===== config.mk =====
export PLATFORM = sky130hd
export DESIGN_NAME = atten_frame_tx
export DESIGN_NICKNAME = d
export VERILOG_FILES = /design/src/rtl/atten_pkg.sv /design/src/rtl/atten_frame_pack.sv /design/src/rtl/atten_shift_reg.sv /design/src/rtl/atten_gap_timer.sv /design/src/rtl/atten_frame_tx.sv
export SDC_FILE = /design/constraint.sdc
export NUM_CORES = 1
export LEC_CHECK = 0
export ABC_AREA = 1
export CAP_MARGIN = 10
export CELL_PAD_IN_SITES_DETAIL_PLACEMENT = 1
export CELL_PAD_IN_SITES_GLOBAL_PLACEMENT = 2
export CORE_MARGIN = 1.5
export CORE_UTILIZATION = 33
export CTS_CLUSTER_DIAMETER = 80
export CTS_CLUSTER_SIZE = 14
export DETAILED_ROUTE_END_ITERATION = 10
export HOLD_SLACK_MARGIN = 0.06
export MAX_ROUTING_LAYER = met4
export PLACE_DENSITY = 0.82
export SLEW_MARGIN = 20
export SYNTH_ARGS = -nofsm -noshare
export SYNTH_HDL_FRONTEND = slang
export SYNTH_SLANG_ARGS = --single-unit

===== constraint.sdc =====
create_clock -name clk -period 1.6 [get_ports clk]
set_input_delay 0.32 -clock clk [delete_from_list [all_inputs] [get_ports clk]]
set_output_delay 0.32 -clock clk [all_outputs]
set_load 0.05 [all_outputs]

===== src/rtl/atten_pkg.sv =====
package atten_pkg;
  localparam int CODE_W = 7;
  localparam int ADDR_W = 3;
  localparam int WORD_W = 8;

  typedef enum logic [2:0] {
    ST_IDLE,
    ST_SHIFT,
    ST_LE_WAIT,
    ST_LE_HIGH,
    ST_HOLD
  } tx_state_e;
endpackage


===== src/rtl/atten_frame_pack.sv =====
module atten_frame_pack #(
  parameter int CODE_W = 7,
  parameter int ADDR_W = 3,
  parameter int WORD_W = 8
) (
  input  logic [CODE_W-1:0]   code,
  input  logic [ADDR_W-1:0]   addr,
  output logic [2*WORD_W-1:0] frame
);
  localparam int CPAD = WORD_W - CODE_W;
  localparam int APAD = WORD_W - ADDR_W;

  // low byte leaves first: attenuation word, then address word
  assign frame = {{APAD{1'b0}}, addr, {CPAD{1'b0}}, code};
endmodule


===== src/rtl/atten_shift_reg.sv =====
module atten_shift_reg #(
  parameter int W = 16
) (
  input  logic         clk,
  input  logic         rst_n,
  input  logic         load,
  input  logic         shift,
  input  logic [W-1:0] din,
  output logic         lsb
);
  logic [W-1:0] q_q, q_d;
  logic         en;

  assign en  = load | shift;
  assign q_d = load ? din : {1'b0, q_q[W-1:1]};

  always_ff @(posedge clk or negedge rst_n) begin
    if (!rst_n)  q_q <= '0;
    else if (en) q_q <= q_d;
  end

  assign lsb = q_q[0];


  load_shift_excl_chk: assert property (@(posedge clk) disable iff (!rst_n)
    !(load && shift));
endmodule


===== src/rtl/atten_gap_timer.sv =====
module atten_gap_timer #(
  parameter int GAP_CYC = 4000
) (
  input  logic clk,
  input  logic rst_n,
  input  logic arm,
  output logic last
);
  localparam int GW = $clog2(GAP_CYC + 1);

  logic [GW-1:0] cnt_q, cnt_d;
  logic          en;

  assign en    = arm | (cnt_q != '0);
  assign cnt_d = arm ? GW'(GAP_CYC) : cnt_q - GW'(1);

  always_ff @(posedge clk or negedge rst_n) begin
    if (!rst_n)  cnt_q <= '0;
    else if (en) cnt_q <= cnt_d;
  end

  assign last = (cnt_q == GW'(1));


  gap_rearm_chk: assert property (@(posedge clk) disable iff (!rst_n)
    arm |-> (cnt_q == '0));
endmodule


===== src/rtl/atten_frame_tx.sv =====
module atten_frame_tx
  import atten_pkg::*;
#(
  parameter int HALF_CYC     = 5,
  parameter int LE_SETUP_CYC = 1,
  parameter int LE_PULSE_CYC = 3,
  parameter int GAP_CYC      = 4000
) (
  input  logic              clk,
  input  logic              rst_n,
  input  logic              start,
  input  logic [CODE_W-1:0] atten_code,
  input  logic [ADDR_W-1:0] tgt_addr,
  output logic              ser_data,
  output logic              ser_clk,
  output logic              latch_en,
  output logic              busy,
  output logic              done
);
  localparam int FRAME_W = 2 * WORD_W;
  localparam int PH_MAX0 = (HALF_CYC > LE_SETUP_CYC) ? HALF_CYC : LE_SETUP_CYC;
  localparam int PH_MAX  = (PH_MAX0 > LE_PULSE_CYC) ? PH_MAX0 : LE_PULSE_CYC;
  localparam int PH_W    = $clog2(PH_MAX + 1);
  localparam int BIT_W   = $clog2(FRAME_W);
  localparam logic [PH_W-1:0]  PH_HALF  = PH_W'(HALF_CYC - 1);
  localparam logic [PH_W-1:0]  PH_SETUP = PH_W'(LE_SETUP_CYC - 1);
  localparam logic [PH_W-1:0]  PH_PULSE = PH_W'(LE_PULSE_CYC - 1);
  localparam logic [BIT_W-1:0] BIT_LAST = BIT_W'(FRAME_W - 1);

  tx_state_e          state_q, state_d;
  logic [PH_W-1:0]    ph_q, ph_d;
  logic [BIT_W-1:0]   bit_q, bit_d;
  logic               clk_q, clk_d;
  logic               le_q, le_d;
  logic               done_q, done_d;
  logic               load, shift, arm, gap_last;
  logic [FRAME_W-1:0] frame;

  atten_frame_pack #(.CODE_W(CODE_W), .ADDR_W(ADDR_W), .WORD_W(WORD_W)) i_pack (
    .code  (atten_code),
    .addr  (tgt_addr),
    .frame (frame)
  );

  atten_shift_reg #(.W(FRAME_W)) i_sreg (
    .clk   (clk),
    .rst_n (rst_n),
    .load  (load),
    .shift (shift),
    .din   (frame),
    .lsb   (ser_data)
  );

  atten_gap_timer #(.GAP_CYC(GAP_CYC)) i_gap (
    .clk   (clk),
    .rst_n (rst_n),
    .arm   (arm),
    .last  (gap_last)
  );

  always_comb begin
    state_d = state_q;
    ph_d    = ph_q + PH_W'(1);
    bit_d   = bit_q;
    clk_d   = clk_q;
    le_d    = le_q;
    done_d  = 1'b0;
    load    = 1'b0;
    shift   = 1'b0;
    arm     = 1'b0;
    unique case (state_q)
      ST_IDLE: begin
        ph_d  = '0;
        bit_d = '0;
        if (start) begin
          load    = 1'b1;
          state_d = ST_SHIFT;
        end
      end
      ST_SHIFT: begin
        if (ph_q == PH_HALF) begin
          ph_d = '0;
          if (!clk_q) begin
            clk_d = 1'b1;
          end else begin
            clk_d = 1'b0;
            shift = 1'b1;
            bit_d = bit_q + BIT_W'(1);
            if (bit_q == BIT_LAST) state_d = ST_LE_WAIT;
          end
        end
      end
      ST_LE_WAIT: begin
        if (ph_q == PH_SETUP) begin
          ph_d    = '0;
          le_d    = 1'b1;
          state_d = ST_LE_HIGH;
        end
      end
      ST_LE_HIGH: begin
        if (ph_q == PH_PULSE) begin
          ph_d    = '0;
          le_d    = 1'b0;
          done_d  = 1'b1;
          arm     = 1'b1;
          state_d = ST_HOLD;
        end
      end
      ST_HOLD: begin
        ph_d = '0;
        if (gap_last) state_d = ST_IDLE;
      end
      default: state_d = ST_IDLE;
    endcase
  end

  always_ff @(posedge clk or negedge rst_n) begin
    if (!rst_n) begin
      state_q <= ST_IDLE;
      ph_q    <= '0;
      bit_q   <= '0;
      clk_q   <= 1'b0;
      le_q    <= 1'b0;
      done_q  <= 1'b0;
    end else begin
      state_q <= state_d;
      ph_q    <= ph_d;
      bit_q   <= bit_d;
      clk_q   <= clk_d;
      le_q    <= le_d;
      done_q  <= done_d;
    end
  end

  assign ser_clk  = clk_q;
  assign latch_en = le_q;
  assign done     = done_q;
  assign busy     = (state_q != ST_IDLE);


  clk_le_excl_chk: assert property (@(posedge clk) disable iff (!rst_n)
    !(clk_q && le_q));


  idle_lines_chk: assert property (@(posedge clk) disable iff (!rst_n)
    !busy |-> (!clk_q && !le_q && !ser_data));


  si_stable_chk: assert property (@(posedge clk) disable iff (!rst_n)
    (clk_q && $past(clk_q)) |-> $stable(ser_data));


  done_le_chk: assert property (@(posedge clk) disable iff (!rst_n)
    done_q |-> ($fell(le_q) && busy));
endmodule


==> results_dict.tcl, run 1 <==
set metrics [dict create \
    critical_path.endpoint_type "output pin" \
    ys_seq_area_share_pct 46.75 \
    synth_cell_types 26 \
    power.density_nw_per_um2 692.9 \
    yosys-top-cells-area "dfrtp_1 (47%), nand2_1 (15%), nand3_1 (8.3%)" \
    min-delay-start "ph_q[0]$_DFF_PN0_" \
    clk_latency_ps 280 \
    grt.overflow.total 0 \
    nets 307 \
    n_antenna_cell 0 \
    startpoint "state_q[2]$_DFFE_PN0P_" \
    cts_buffers 5 \
    async_reset_ff_share_pct 100.0 \
    area_delta_synth_final_pct 24.61 \
    io_buffers 17 \
    peakVddDrop_mv 0.4048 \
    rows 27 \
    tightest_slew_ps 441.5 \
    cts_num_sinks 36 \
    ys_ff_latch 36 \
    drtIter0Drc 69 \
    setup_violations 0 \
    start_kind "register" \
    grt_pass1_wl_um 7948 \
    slew_viol_final 0 \
    ys_warn_count 0 \
    ios 18 \
    drc 0 \
    routed_wirelength_um 4468 \
    grt_pass1_vias 1819 \
    place_area_sq_um 2243 \
    maxCapViolCount 0 \
    required_ps 1280 \
    grt_usage_pct 16.68 \
    synth_edf_count 0 \
    clockRootBuffer "clkbuf_8" \
    fmax_ghz 0.6519 \
    fin_crit_sh_pct 95.87 \
    avgViaCountPerCell 4.721 \
    fin_worst_skew_ps 4.520 \
    layout_min_cycle_time_ps 1534 \
    path_clk_slew_ps 70 \
    final_hold_viol_count 0 \
    worstSetupPathType "reg2out" \
    initial_core_util_pct 34.57 \
    final_area_sq_um 2401 \
    dr.pass1.iters 4 \
    synth_commonest_cells "nand2_1 (79), dfrtp_1 (36), nand3_1 (32), inv_1 (29), nor2_1 (29)" \
    place_congestion 0.7370 \
    antenna_found_initial 0 \
    status "finished clean" \
    crit_fanout 4 \
    avgSynthCellArea_sq_um 7.646 \
    rr_startpoint "state_q[0]$_DFFE_PN0P_" \
    core_sq_um 5574 \
    synth_area_leader_cell "dfrtp_1" \
    die_height_um 79.41 \
    syn-instance-count 252 \
    p_leak_uw 0.001185 \
    num_vias 1695 \
    synthFlopType "dfrtp_1" \
    die_area_sq_um 6306 \
    slew-limit-headroom_pct 70.56 \
    drive_above_1_share_pct 14.29 \
    synth_top_cell_area_share_pct 46.75 \
    mappedNetlistNets 272 \
    cts_buffer_depth 2 \
    hold_path_class "reg2reg" \
    grt_max_degree 20 \
    htreeDepth 2 \
    dp_hpwl_um 3413 \
    synth_area_sq_um 1927 \
    rsz0062_at_grt "false" \
    fin_util_pct 43.08 \
    wl_per_cell_um 12.45 \
    arrival_ps 1210 \
    synth_most_common_cell "nand2_1" \
    whs_ps 466.2 \
    fin_setup_tns_ps 0 \
    cts_tree "built" \
    die_w_um 79.41 \
    postRouteAntennaNets 0 \
]
-- what timing repair did --
action / CTS / global route
hold endpoints to repair: 17 / 0
resized for setup: 3 / 5
endpoints found under the setup margin: 1 / 13
buffers inserted: 4 / 1
hold buffers: 1 / 0
cloned: 0 / 0
pin swaps: 1 / 1
-- final timing paths --
path | end | slack (ps) | cells after the start
worst max-delay path | busy | 70 | 5
worst min-delay path | ph_q[0]$_DFF_PN0_ | 470 | 1
worst max register to register | i_sreg.q_q[9]$_DFFE_PN0P_ | 120 | 8
worst min register to register | ph_q[0]$_DFF_PN0_ | 470 | 1
max in group asynchronous | i_sreg.q_q[0]$_DFFE_PN0P_ | 640 | 3
min in group asynchronous | i_gap.cnt_q[1]$_DFFE_PN0P_ | 510 | 2
-- area by class of cell --
type / count / area [sq um]
multi-input cells: 181 / 897.1
fillers: 704 / 3173
clock buffers: 7 / 96.34
flip-flops and latches: 36 / 902.1
well taps: 72 / 90.09
repair buffers: 30 / 290.3
inverters: 33 / 125.1
-- cell families after synthesis --
group,after synthesis,share of synthesized area (%)
compound gates,19,5.260
xor+xnor,3,1.364
fa+ha+maj,7,4.545
buf+inv,35,7.337
flops,36,46.75
simple gates,152,34.74
-- power breakdown --
part / leakage, uW / switching (uW) / internal [uW]
logic: 0.000736 / 23.3 / 30.7
clock network: 0.0000503 / 317 / 384
registers: 0.000399 / 0 / 910
-- flip-flops by register name, summed over array words and instances, names as in the netlist --
| name | cells |
|---|---|
| bit_q | 4 |
| done | 1 |
| i_gap.cnt_q | 12 |
| i_sreg.q_q | 11 |
| latch_en | 1 |
| ph_q | 3 |
| ser_clk | 1 |
| state_q | 3 |
-- layout by cell type, fill, tap and decap left out, types with 3 or more instances in the layout --
cell type	instances
nand4_1	3
buf_4	14
a21oi_1	6
dfrtp_1	35
nand3_1	32
inv_2	5
clkdlybuf4s50_1	11
buf_12	3
ha_1	7
clkbuf_8	7
o21ai_0	10
inv_1	26
nor2_1	28
nand2_1	77
-- stage by stage --
step | instances | setup slack [ps] | power (uW)
floorplan | 252 | 151.1 | 927.8
detailed placement | 346 | 74.46 | 981.9
CTS | 358 | 15.96 | 1688
global route | 359 | 4.566 | 1728
global placement | 346 | 90.44 | 982.3
finish | 359 | 66.13 | 1664
-- critical path: stages (launching register included) --
cell	delay (ps)
dfrtp_2	410
inv_1	100
nand2_2	90
nor2_4	110
inv_2	70
buf_12	150
-- metal layers --
| layer | global-route usage (%) | wire (um) | share of wire [%] |
|---|---|---|---|
| met5 | - | 0 | 0 |
| met4 | 5.263 | 59 | 1.3 |
| met3 | 3.543 | 114 | 2.6 |
| met2 | 28.55 | 2146 | 48 |
| met1 | 19.64 | 2147 | 48 |
(Power assumes the default switching activity.)
==> run 2: changes to the inputs <==
GPL_TIMING_DRIVEN = 0   (was unset)
==> results_dict.tcl, run 2 (same netlist as run 1, synthesis figures left out) <==
set metrics [dict create \
    die_w_um 79.41 \
    final_area_sq_um 2404 \
    core_sq_um 5574 \
    reg2reg_slack_ps 140 \
    clockRootBuffer "clkbuf_8" \
    worstSetupPathType "reg2out" \
    largest_register_ffs 12 \
    nets 304 \
    p_sw_share_pct 21.64 \
    drtIter0Drc 72 \
    tightest_slew_ps 514.1 \
    postRouteAntennaNets 0 \
    place_inst 342 \
    arrival_ps 1270 \
    cts_num_sinks 36 \
    multiInputGateArea_sq_um 909.6 \
    place_congestion 0.7651 \
    clk_latency_ps 300 \
    cts_buffer_depth 2 \
    antenna_found_initial 0 \
    routed_wirelength_um 4669 \
    start_kind "register" \
    power_frac_seq_pct 50.8 \
    reg2reg_depth 8 \
    fin_worst_skew_ps 8.753 \
    rr_startpoint "ph_q[0]$_DFF_PN0_" \
    critical_path.endpoint_type "output pin" \
    regMostFlops "i_gap.cnt_q" \
    p_switching_uw 387.0 \
    power.share.combinational_pct 3.1 \
    grt.overflow.total 0 \
    top_regs "i_gap.cnt_q x12, i_sreg.q_q x11, bit_q x4" \
    num_vias 1694 \
    startpoint "state_q[2]$_DFFE_PN0P_" \
    instances_no_fill 357 \
    seq_area_sq_um 904.6 \
    io_buffers 17 \
    dp_hpwl_um 3347 \
    htreeDepth 2 \
    grt_pass1_wl_um 8093 \
    hold_path_class "in2async" \
    slew_viol_final 0 \
    rsz0062_at_grt "true" \
    grt_pass1_vias 1735 \
    die_height_um 79.41 \
    grt_usage_pct 17.33 \
    final_hold_viol_count 0 \
    fmax_ghz 0.6290 \
    p_leak_uw 0.001170 \
    slew-limit-headroom_pct 65.86 \
    wl_per_cell_um 13.08 \
    fill_cells 693 \
    ios 18 \
    grt_max_degree 28 \
    power.density_nw_per_um2 743.9 \
    n_antenna_cell 0 \
    avgViaCountPerCell 4.745 \
    maxCapViolCount 0 \
    rr_endpoint "i_sreg.q_q[9]$_DFFE_PN0P_" \
    initial_core_util_pct 34.57 \
    layout_min_cycle_time_ps 1590 \
    fin_crit_sh_pct 99.36 \
    peakVddDrop_mv 0.3485 \
    most-common-layout-cells "nand2_1 (78), dfrtp_1 (33), nand3_1 (32), nor2_1 (27), inv_1 (26)" \
    dr.pass1.iters 4 \
    required_ps 1280 \
    place_area_sq_um 2202 \
    intPower_uw 1401 \
    drc 0 \
    status "finished clean" \
    drive_above_1_share_pct 13.68 \
    setup_violations 0 \
    path_clk_slew_ps 80 \
    clockPowerShare_pct 46.1 \
    die_area_sq_um 6306 \
    cts_buffers 5 \
    crit_fanout 6 \
    area_delta_synth_final_pct 24.74 \
    final_common_cell "nand2_1" \
    cts_tree "built" \
    rows 27 \
]
[run 2: cell types whose count changed in the layout (fill, tap and decap cells not counted), sizes merged]
cell,before,now
clkbuf,7,5
clkinv,2,3
buf,18,11
clkdlybuf4s15,0,1
dlygate4sd2,0,3
bufinv,0,1
clkinvlp,0,1
[run 2: final cells by class]
cell class,instances,area share [%]
Sequential cell,36,37.64
Multi-Input combinational cell,181,37.84
Clock buffer,5,2.863
Buffer,2,0.6767
Tap cell,72,3.748
Timing Repair Buffer,25,9.943
Inverter,33,5.518
Clock inverter,3,1.770
[run 2: how the worst max path moves through the flow]
| stage | slack [ps] | endpoint |
|---|---|---|
| 3_3_place_gp | -760 | bit_q[2]$_DFFE_PN0P_ |
| 3_5_place_dp | -450 | busy |
| 5_1_grt | -40 | busy |
| 4_1_cts | -120 | busy |
| 2_1_floorplan | 150 | bit_q[2]$_DFFE_PN0P_ |
| 6_report | 10 | busy |
[run 2: power groups by stage]
stage | combinational, uW | sequential [uW] | clock [uW]
finish | 54.7 | 909 | 824
global route | 60.7 | 909 | 875
CTS | 57.3 | 909 | 848
detailed placement | 55.3 | 927 | 0
global placement | 49.7 | 927 | 0
floorplan | 0.449 | 927 | 0
[run 2: repair_timing]
| item | 4_1_cts | 5_1_grt |
|---|---|---|
| hold buffers | 1 | 0 |
| endpoints found under the hold margin | 9 | 0 |
| endpoints found under the setup margin | 5 | 23 |
| setup buffers | 0 | 6 |
| resized for setup | 15 | 14 |
| pin swaps | 0 | 2 |
[run 2: worst max-delay path: stages, from the launching register on]
cell and delay (ps):
dfrtp_2 470, inv_4 90, nand2_4 60, nor2_4 140, inv_4 60, buf_6 150
[run 2: metrics by stage]
step | total power (uW) | setup WS, ps | hold slack (ps) | utilization, % | setup TNS [ps]
2_1_floorplan | 927.8 | 151.1 | 24.41 | - | 0
4_1_cts | 1814 | -121.7 | 421.7 | 41.66 | -121.7
3_3_place_gp | 976.9 | -755.7 | 450.8 | 39.24 | -27560
5_1_grt | 1844 | -40.14 | 453.2 | 43.12 | -40.14
3_5_place_dp | 982.4 | -454.3 | 211.7 | 39.51 | -454.3
6_report | 1788 | 10.30 | 419.3 | 43.12 | 0
[run 2: layer usage]
layer,wire length (um),GRT usage [%],up-vias
met4,91,7.895,0
met2,2295,27.09,17
met3,90,2.743,7
met5,0,-,-
li1,-,-,857
met1,2191,22.20,813
==> run 3: changes to the inputs <==
CORE_UTILIZATION = 34   (was 33)
CTS_BUF_LIST = sky130_fd_sc_hd__clkbuf_4 sky130_fd_sc_hd__clkbuf_8   (was unset)
PLACE_DENSITY = 0.84   (was 0.82)
==> results_dict.tcl, run 3 (same netlist as run 1, synthesis figures left out) <==
set metrics [dict create \
    cts_buffers 5 \
    drive_above_1_share_pct 14.34 \
    final_hold_viol_count 0 \
    num_vias 1722 \
    cts_tree "built" \
    regMostFlops "i_gap.cnt_q" \
    instances_no_fill 358 \
    dp_hpwl_um 3455 \
    maxCapViolCount 0 \
    rsz0062_at_grt "true" \
    setup_violations 0 \
    postRouteAntennaNets 0 \
    start_kind "register" \
    drc 0 \
    grt_pass1_vias 1734 \
    status "finished clean" \
    reg2reg_slack_ps 100 \
    routed_wirelength_um 4686 \
    cts_num_sinks 36 \
    wl_per_cell_um 13.09 \
    clockRootBuffer "clkbuf_8" \
    rows 27 \
    die_height_um 78.28 \
    whs_ps 447.3 \
    layout_setup_ws_ps 17.21 \
    dr.pass1.iters 4 \
    fmax_ghz 0.6318 \
    avgViaCountPerCell 4.810 \
    clk_latency_ps 280 \
    most-common-layout-cells "nand2_1 (78), dfrtp_1 (33), nand3_1 (32), nor2_1 (27), inv_1 (25)" \
    worstSetupPathType "reg2out" \
    cts_buffer_depth 2 \
    ios 18 \
    largest_register_ffs 12 \
    die_area_sq_um 6128 \
    die_w_um 78.28 \
    grt.overflow.total 0 \
    critical_path.endpoint_type "output pin" \
    path_clk_slew_ps 70 \
    p_leak_uw 0.001172 \
    rr_endpoint "i_gap.cnt_q[11]$_DFFE_PN0P_" \
    fin_util_pct 43.51 \
    slew-limit-headroom_pct 66.80 \
    place_area_sq_um 2202 \
    place_congestion 0.7656 \
    fin_worst_skew_ps 6.214 \
    area_delta_synth_final_pct 23.57 \
    top_regs "i_gap.cnt_q x12, i_sreg.q_q x11, bit_q x4" \
    required_ps 1280 \
    antenna_found_initial 0 \
    place_worst_setup_slack_ps -441.3 \
    reg2reg_depth 6 \
    arrival_ps 1260 \
    fin_crit_sh_pct 98.92 \
    power.density_nw_per_um2 669.6 \
    grt_usage_pct 17.21 \
    layout_min_cycle_time_ps 1583 \
    core_sq_um 5473 \
    rr_startpoint "i_gap.cnt_q[5]$_DFFE_PN0P_" \
    grt_max_degree 27 \
    tightest_slew_ps 500.0 \
    final_common_cell "nand2_1" \
    initial_core_util_pct 35.21 \
    final_area_sq_um 2381 \
    slew_viol_final 0 \
    io_buffers 17 \
    peakVddDrop_mv 0.3406 \
    hold_path_class "in2async" \
    nets 306 \
    drtIter0Drc 66 \
    place_inst 342 \
    htreeDepth 2 \
    grt_pass1_wl_um 7962 \
    crit_fanout 5 \
    n_antenna_cell 0 \
]
## run 3: repair_timing
| action | 4_1_cts | 5_1_grt |
|---|---|---|
| setup endpoints to repair | 5 | 19 |
| endpoints found under the hold margin | 10 | 0 |
| setup buffers | 0 | 8 |
| hold buffers | 1 | 0 |
| gates resized for setup | 14 | 16 |
| pin swaps | 0 | 4 |
## run 3: stage by stage
stage          TNS, ps  power [uW]
5_1_grt         -66.03        1655
2_1_floorplan        0       927.8
3_3_place_gp    -26860       977.0
4_1_cts         -115.2        1624
6_report             0        1594
3_5_place_dp    -441.3       981.6
## run 3: how the worst max path moves through the flow
stage / slack, ps / endpoint / start
after floorplan: 150 / bit_q[2]$_DFFE_PN0P_ / state_q[2]$_DFFE_PN0P_
after global placement: -740 / bit_q[0]$_DFFE_PN0P_ / rst_n
after detailed placement: -440 / busy / state_q[2]$_DFFE_PN0P_
after CTS: -120 / busy / state_q[2]$_DFFE_PN0P_
after global routing: -50 / busy / state_q[2]$_DFFE_PN0P_
final: 20 / busy / state_q[2]$_DFFE_PN0P_
## run 3: final cells by class
cell class                 count  area, sq um
clock inverter                 1        5.005
multi-input combinational    181        904.6
inverter                      33        130.1
sequential                    36        904.6
fill                         697         3092
buffer                         2        18.77
clock buffer                   6        76.32
tap                           72        90.09
timing repair buffer          27        251.5
## run 3: routing by layer
metal  wire length, um  share of wire [%]  vias up  GRT usage [%]
li1                  -                  -      862              -
met2              2225                 47       16          26.61
met5                 0                  0        -              -
met3                84                1.8        5          3.256
met4                59                1.3        0          6.250
met1              2316                 49      839          22.58
## run 3: power breakdown
group	total, uW	internal, uW	switching, uW
sequential	909	909	0
combinational	54.0	30.7	23.3
clock	631	313	318
total	1590	1250	341
## run 3: critical path: stages (launching register included)
cell	delay, ps
dfrtp_2	460
inv_2	120
nand2_4	70
nor2_4	150
inv_4	50
buf_8	140
